## config.mk

```make
export PLATFORM = sky130hd
export DESIGN_NAME = uart_regfile
export DESIGN_NICKNAME = d
export VERILOG_FILES = /design/src/rtl/uart_regfile.sv
export SDC_FILE = /design/constraint.sdc
export NUM_CORES = 2
export LEC_CHECK = 0
export BUFFER_PORTS_ARGS = -buffer_cell sky130_fd_sc_hd__buf_2
export CORE_MARGIN = 2
export CORE_UTILIZATION = 50
export DETAILED_ROUTE_END_ITERATION = 6
export MAX_ROUTING_LAYER = met4
export PLACE_DENSITY_LB_ADDON = 0.3
export SYNTH_ARGS = -nofsm -noshare
export SYNTH_HDL_FRONTEND = slang
export SYNTH_SLANG_ARGS = --single-unit
```

## constraint.sdc

```tcl
create_clock -name clk -period 4.1 [get_ports clk]
set_clock_uncertainty 0.15 [all_clocks]
set_input_delay 0.205 -clock clk [delete_from_list [all_inputs] [get_ports clk]]
set_output_delay 0.205 -clock clk [all_outputs]
set_load 0.1 [all_outputs]
```

## src/rtl/uart_regfile.sv

```systemverilog
module uart_regfile #(
  parameter int DEPTH = 128,
  parameter int DW    = 8
) (
  input  logic          clk,
  input  logic          rst_n,
  input  logic          bus_sel,
  input  logic          bus_wr,
  input  logic [5:0]    bus_addr,
  input  logic [31:0]   bus_wdata,
  output logic [31:0]   bus_rdata,
  output logic [DW-1:0] tx_data,
  output logic          tx_valid,
  input  logic          tx_pop,
  input  logic          rx_push,
  input  logic [DW-1:0] rx_data,
  input  logic          rx_perr,
  input  logic          rx_ferr,
  input  logic          rx_brk,
  input  logic [3:0]    modem_in,
  output logic [7:0]    line_ctrl,
  output logic          tx_break,
  output logic [4:0]    modem_ctrl,
  output logic [23:0]   baud_div,
  output logic          irq
);
  localparam int AW = (DEPTH > 1) ? $clog2(DEPTH) : 1;
  localparam int CW = $clog2(DEPTH + 1);
  localparam logic [CW-1:0] FULL = CW'(DEPTH);
  localparam logic [AW-1:0] LAST = AW'(DEPTH - 1);

  logic [DW-1:0] tx_mem [DEPTH];
  logic [DW-1:0] rx_mem [DEPTH];
  logic [AW-1:0] tx_rp, tx_wp, rx_rp, rx_wp;
  logic [CW-1:0] tx_cnt, rx_cnt;
  logic [3:0]    err_q, en_q;
  logic [1:0]    st_q;
  logic [7:0]    lcr_q, divh_q;
  logic [4:0]    mcr_q;
  logic [15:0]   divl_q;

  logic [3:0] idx;
  logic rd, wr, tx_full, tx_nf, tx_empty, rx_ne, rx_full;
  logic tx_push, tx_take, rx_take, rx_flush, rx_put;
  logic unused_bits;

  assign idx      = bus_addr[5:2];
  assign rd       = bus_sel & ~bus_wr;
  assign wr       = bus_sel & bus_wr;
  assign tx_full  = (tx_cnt == FULL);
  assign tx_nf    = ~tx_full;
  assign tx_empty = (tx_cnt == '0);
  assign rx_ne    = (rx_cnt != '0);
  assign rx_full  = (rx_cnt == FULL);
  assign tx_push  = wr && idx == 4'd0 && !tx_full;
  assign tx_take  = tx_pop && !tx_empty;
  assign rx_take  = rd && idx == 4'd0 && rx_ne;
  assign rx_flush = wr && idx == 4'd9;
  assign rx_put   = rx_push && !rx_full && !rx_flush;
  assign unused_bits = &{1'b0, bus_addr[1:0], bus_wdata[31:16]};

  assign tx_data    = tx_mem[tx_rp];
  assign tx_valid   = !tx_empty;
  assign line_ctrl  = lcr_q;
  assign tx_break   = lcr_q[5];
  assign modem_ctrl = mcr_q;
  assign baud_div   = {divh_q, divl_q};
  assign irq        = (st_q[1] & en_q[1]) | (st_q[0] & en_q[0]);

  always_ff @(posedge clk) begin
    if (tx_push) tx_mem[tx_wp] <= bus_wdata[DW-1:0];
    if (rx_put)  rx_mem[rx_wp] <= rx_data;
  end

  always_ff @(posedge clk) begin
    if (!rst_n) begin
      tx_rp <= '0; tx_wp <= '0; tx_cnt <= '0;
      rx_rp <= '0; rx_wp <= '0; rx_cnt <= '0;
    end else begin
      if (tx_push) tx_wp <= (tx_wp == LAST) ? '0 : tx_wp + 1'b1;
      if (tx_take) tx_rp <= (tx_rp == LAST) ? '0 : tx_rp + 1'b1;
      tx_cnt <= tx_cnt + CW'(tx_push) - CW'(tx_take);
      if (rx_flush) begin
        rx_rp <= '0; rx_wp <= '0; rx_cnt <= '0;
      end else begin
        if (rx_put)  rx_wp <= (rx_wp == LAST) ? '0 : rx_wp + 1'b1;
        if (rx_take) rx_rp <= (rx_rp == LAST) ? '0 : rx_rp + 1'b1;
        rx_cnt <= rx_cnt + CW'(rx_put) - CW'(rx_take);
      end
    end
  end

  always_ff @(posedge clk) begin
    if (!rst_n) begin
      err_q <= '0; en_q <= '0; st_q <= '0;
      lcr_q <= '0; mcr_q <= '0; divl_q <= '0; divh_q <= '0;
    end else begin
      err_q <= ((rd && idx == 4'd1) ? 4'b0 : err_q)
             | {rx_push & rx_brk, rx_push & rx_ferr, rx_push & rx_full, rx_push & rx_perr};
      st_q  <= (rd && idx == 4'd7) ? 2'b0 : (st_q | {rx_ne, tx_nf});
      if (wr) begin
        case (idx)
          4'd3: lcr_q  <= bus_wdata[7:0];
          4'd4: mcr_q  <= bus_wdata[4:0];
          4'd5: divl_q <= bus_wdata[15:0];
          4'd6: divh_q <= bus_wdata[7:0];
          4'd7: en_q   <= bus_wdata[7:4];
          default: ;
        endcase
      end
    end
  end

  always_comb begin
    case (idx)
      4'd0:    bus_rdata = rx_ne ? 32'(rx_mem[rx_rp]) : 32'd0;
      4'd1:    bus_rdata = {25'd0, tx_empty, err_q, rx_ne, tx_nf};
      4'd2:    bus_rdata = {28'd0, modem_in};
      4'd3:    bus_rdata = {24'd0, lcr_q};
      4'd4:    bus_rdata = {27'd0, mcr_q};
      4'd5:    bus_rdata = {16'd0, divl_q};
      4'd6:    bus_rdata = {24'd0, divh_q};
      4'd7:    bus_rdata = {24'd0, en_q, 2'b00, st_q};
      4'd8:    bus_rdata = 32'(tx_cnt);
      4'd9:    bus_rdata = 32'(rx_cnt);
      default: bus_rdata = 32'd0;
    endcase
  end

  AST_NO_OVERFLOW: assert property (@(posedge clk) disable iff (!rst_n) tx_cnt <= FULL && rx_cnt <= FULL);
  AST_FULL_DROP: assert property (@(posedge clk) disable iff (!rst_n) (wr && idx == 4'd0 && tx_full && !tx_pop) |=> $stable(tx_cnt));
  AST_PE_SET: assert property (@(posedge clk) disable iff (!rst_n) (rx_push && rx_perr) |=> bus_rdata[2] || idx != 4'd1);
  AST_ISC_READ_CLR: assert property (@(posedge clk) disable iff (!rst_n) (rd && idx == 4'd7) |=> !irq);
  AST_EN_WRITE: assert property (@(posedge clk) disable iff (!rst_n) (wr && idx == 4'd7) |=> en_q == $past(bus_wdata[7:4]));
  AST_FLUSH: assert property (@(posedge clk) disable iff (!rst_n) rx_flush |=> rx_cnt == '0);
endmodule

```

-- After elaboration in Yosys (flattened, before gate mapping)
Memories as Yosys holds them, arrays and structs flattened. A register that Yosys moved wholly into a read port is not among the register bits.
Index checks and enable logic that the tools add are counted.
- flip-flop bits (word level): 91
- bits in latches: 0
- memory bits (writable): 2048
- ROM bits: 0
- input bits: 59
- output and inout port bits: 80
- logic and storage cells: 91
- memories: 2
- add/subtract/negate cells: 8
- multipliers: 0
- div/mod/pow operators: 0
- order comparisons: 0
- eq/ne operators: 15
- shift-type cells: 0
- muxes and demuxes: 15
- bitwise logic cells: 14
- reductions and logical operators: 24
- memory list (name ; words ; bits a word ; rd ports ; clocked after Yosys merged registers in ; wr ports ; RTL line ; source):
    rx_mem ; 128 ; 8 ; 1 ; 1 ; 1 ; 33 ; logic [DW-1:0] rx_mem [DEPTH];
    tx_mem ; 128 ; 8 ; 1 ; 1 ; 1 ; 32 ; logic [DW-1:0] tx_mem [DEPTH];
- operator list (kind ; number):
    $pmux 16 s10 ; 1
    $mux 7 ; 8
    $add 7x1->7 const B ; 4
    $eq 7x7->1 const B ; 4
    $add 8x1->8 ; 2
    $eq 4x3->1 const B ; 4
    $eq 8x8->1 const B ; 2
    $sub 8x1->8 ; 2
    $logic_and 1x1->1 ; 10
    $reduce_and 2->1 ; 5
    $and 1x1->1 ; 8
    $eq 4x2->1 const B ; 2
    $eq 4x4->1 const B ; 2
    $logic_not 8->1 ; 1
    $mux 8 ; 1
    $reduce_bool 8->1 ; 1
    $eq 4x1->1 const B ; 1
    $logic_not 1->1 ; 4
    $logic_not 4->1 ; 1
    $mux 1 ; 4
    $mux 4 ; 1
    $or 4x4->4 ; 1
    $reduce_or 2->1 ; 2
    $not 1->1 ; 3
    2 further kinds ; 2

-- Depth between registers and ports, before layout
- depth after elaboration: 6
- gate-level depth with buffers: 16
- mapped depth without buffers: 15

-- Worst setup path after synthesis
OpenSTA, ideal clock, no wires.
- path type: reg-to-output
- start: register (tool-made name)
- end: output port bus_rdata[1]
- data arrival time: 3.843 ns
- data required time: 3.745 ns
- slack: -0.098 ns
- stages on the path, launching flop included: 12
- buffers on the path: 5
- cell sequence: dfxtp_1 buf_6 buf_6 buf_6 buf_6 buf_4 mux2i_1 o31ai_1 a21oi_1 o221ai_1 o2111ai_1 o21ai_0
- RTL lines (what ; RTL line ; source):
    end, declared ; 11 ; output logic [31:0] bus_rdata,

==> results.toml <==
[logic_synthesis]
synth_top_family_by_area = "multiplexers"
ys.flop_type = "edfxtp_1"
syn-instance-count = 4039
ys_warn_count = 0
synth_compound_area_share_pct = 2.65
synth_top_area_cell = "edfxtp_1"
yosys.area_share.simple_pct = 3.13
seq_area_frac_synth_pct = 75.6
ys_top_cells_by_area = "edfxtp_1 (73%), mux4_2 (15%), dfxtp_1 (2.5%)"
yosys.cell_types.count = 78
syn_avg_cell_area_um2 = 20.8
async_flop_share_pct = 0
synthMuxAreaShare_pct = 16.3
synth_top_area_share_pct = 73.1
yosys.area_share.adder_pct = 0.464
synth-edff-count = 2048
synth_xor_area_share_pct = 0.313
syn_area_mm2 = 0.0841
ys_ff_latch = 2153

[layout]
final_nets = 4664
layout_common_cells = "edfxtp_1 (2048), mux4_2 (576), nor2_1 (347), buf_4 (330), clkbuf_16 (211)"
area_delta_synth_final_pct = 16.1
final_core_util_pct = 58.5
seqCellArea_mm2 = 0.0636
layout_commonest_cell = "edfxtp_1"
multi_input_comb_area_mm2 = 0.0195
num-fill-cells = 11900
drive_above_1_share_pct = 30.0

[setup_path]
cp-end-kind = "output port"
worstPathArrival_ns = 3.76
crit_top_cell = "buf_12"
worst_path_dominant_cell_family = "multiplexers"
ff2ff_path_depth = 14
required_ns = 3.74
critPathKind = "reg -> out"
crit_buf_inv = 5
crit_cells = 9
slowest_stage = "mux4_2"
path_cells = "buf_12, buf_12, buf_12, clkbuf_16, mux4_2, mux4_2, a22oi_2, nand4_1, buf_6"
cp-start-kind = "flip-flop"
slowest_delay_ns = 0.55
crit_fanout = 17

[cts]
cts.sinks = 2153
clk_latency_ns = 0.84
clk_pin_slew_ns = 0.06
cts_tree = "done"
cts_buffers = 202
cts_max_level = 4
clockRootBuffer = "clkbuf_16"
clock_path_buffers = 3

[global_routing]
gr-total-overflow = 0
grt_max_degree = 100
track_usage_pct = 23.4
grt_pass1_wl_um = 286000
first_global_vias = 42300
antenna_found_initial = 4

[detailed_routing]
highest_layer = "met4"
drt_iter0_drc = 4821
ant_nets = 0
wl_met1_um = 78700
viasPerCell = 6.07
first_pass_iters = 7
route.met2.wl_um = 97000
wire_per_inst_um = 28.1
wl_met3_um = 13800
wl_um = 196000
vias = 42200
drc = 1

[floorplanning]
design.die.area_mm2 = 0.171
ioPinCount = 139
core-area_mm2 = 0.167
die_h_um = 414
fp-row-count = 150
die_w_um = 414
start_util_pct = 50.3

[power]
powerDensity_mw_per_mm2 = 494
swShare_pct = 23.0
leakage_uw = 0.0306
switchingPower_uw = 11100
p_total_uw = 48200
p_clk_share_pct = 38.2
internal_power_uw = 37100
seq_power_share_pct = 50.3
ir_drop_uv = 461
combinationalPowerShare_pct = 11.5

[timing]
period_needed_ns = 4.11
fin_worst_hold_slack_ns = 0.0710
final.period_utilization_pct = 100
slew_headroom_pct = 8.84
fmax_mhz = 243
tightest_slew_ns = 1.36
slew_violations = 0
setup_viol = 1
worst_slack_ns = -0.0132
tns_ns = -0.0132
finalHoldViolCount = 0
rsz0062_at_grt = "yes"

[worst_hold_path]
whs_path_depth = 6
min_path_type = "in -> reg"

[place]
port_buffers = 104
gp_congestion = 0.907
dp_hpwl_um = 116000

[outcome]
violations = "design-rule violations, negative setup slack"
outcome = "finished, violations left"

[job]
max_cap_viol_count = 0
-- path summary, 6_finish.rpt --
check             slack [ns]    endpoint   startpoint
setup / recovery       -0.01  tx_data[5]    flip-flop
hold / removal          0.07    tx_wp[1]  bus_addr[3]
setup reg to reg        0.61   rx_cnt[7]    rx_cnt[2]
hold reg to reg         0.33   divl_q[2]    divl_q[2]
-- routing by layer --
metal | global-route usage, % | vias up
met1 | 32.0 | 22200
met2 | 36.9 | 1831
met4 | 7.18 | 0
met3 | 3.25 | 359
li1 | - | 17800
met5 | - | -
-- metrics by stage --
| step | cells | setup slack (ns) | instance area, um^2 |
|---|---|---|---|
| global route | 6956 | -0.0609 | 97600 |
| floorplan | 4054 | 0.508 | 84100 |
| CTS | 6911 | -0.0288 | 97000 |
| global placement | 6436 | 0.470 | 89000 |
| detailed placement | 6436 | 0.464 | 89000 |
| finish | 6956 | -0.0132 | 97600 |
-- final cells by class --
type | count | share of cell area, %
flip-flops and latches | 2153 | 65.2
multi-input cells | 1642 | 20.0
clock buffers | 260 | 5.47
repair buffers | 549 | 5.28
well taps | 2204 | 2.82
clock inverters | 118 | 1.16
inverters | 27 | 0.104
diodes | 3 | 0.00769
-- cells in the mapped netlist, drive strengths merged (17+ instances only) --
| cell type | count |
|---|---|
| dfxtp | 105 |
| ha | 28 |
| nor2 | 349 |
| a21oi | 86 |
| nand4 | 17 |
| nor2b | 28 |
| nand2 | 118 |
| inv | 27 |
| buf | 129 |
| xor2 | 17 |
| clkbuf | 103 |
| a22oi | 131 |
| mux2i | 59 |
| mux4 | 576 |
| nand3 | 28 |
| edfxtp | 2048 |
-- logic make-up (layout without fill, tap and decap cells) --
| family | count (synthesis) | in the layout |
|---|---|---|
| AO/OA/AOI/OAI | 317 | 317 |
| buffers and inverters | 259 | 954 |
| other | 1 | 19 |
| adder cells (fa/ha/maj) | 30 | 30 |
| XOR/XNOR | 30 | 30 |
| multiplexers | 649 | 649 |
| AND/OR/NAND/NOR | 600 | 600 |
| flip-flops | 2153 | 2153 |
-- flip-flops by register name, summed over array words and instances, names as in the netlist, named ones only --
name        flops
rx_mem       1024
tx_mem       1024
divl_q         16
divh_q          8
line_ctrl       8
rx_cnt          8
tx_cnt          8
rx_rp           7
rx_wp           7
tx_rp           7
tx_wp           7
modem_ctrl      5
en_q            4
err_q           4
st_q            2
-- power groups by stage --
stage | logic, uW | clock network [uW] | registers, uW
2_1_floorplan | 3270 | 0 | 24700
3_3_place_gp | 4730 | 0 | 24800
3_5_place_dp | 4780 | 0 | 24800
4_1_cts | 5220 | 18700 | 24300
5_1_grt | 5850 | 19600 | 24300
6_report | 5520 | 18400 | 24300
-- worst min-delay path, cell delays in order --
cell       delay (ns)
buf_2            0.24
or2_1            0.21
a2111oi_4        0.08
inv_2            0.10
nand2_1          0.06
a21oi_1          0.12
-- timing repair --
| item | CTS | global route |
|---|---|---|
| hold endpoints to repair | 1204 | 0 |
| resized for setup | 65 | 44 |
| gates cloned | 8 | 7 |
| hold buffers | 68 | 0 |
| buffers inserted | 21 | 37 |
| pin swaps | 11 | 13 |
| endpoints found under the setup margin | 16 | 16 |
Note: power is estimated with default switching activity, not from simulation.
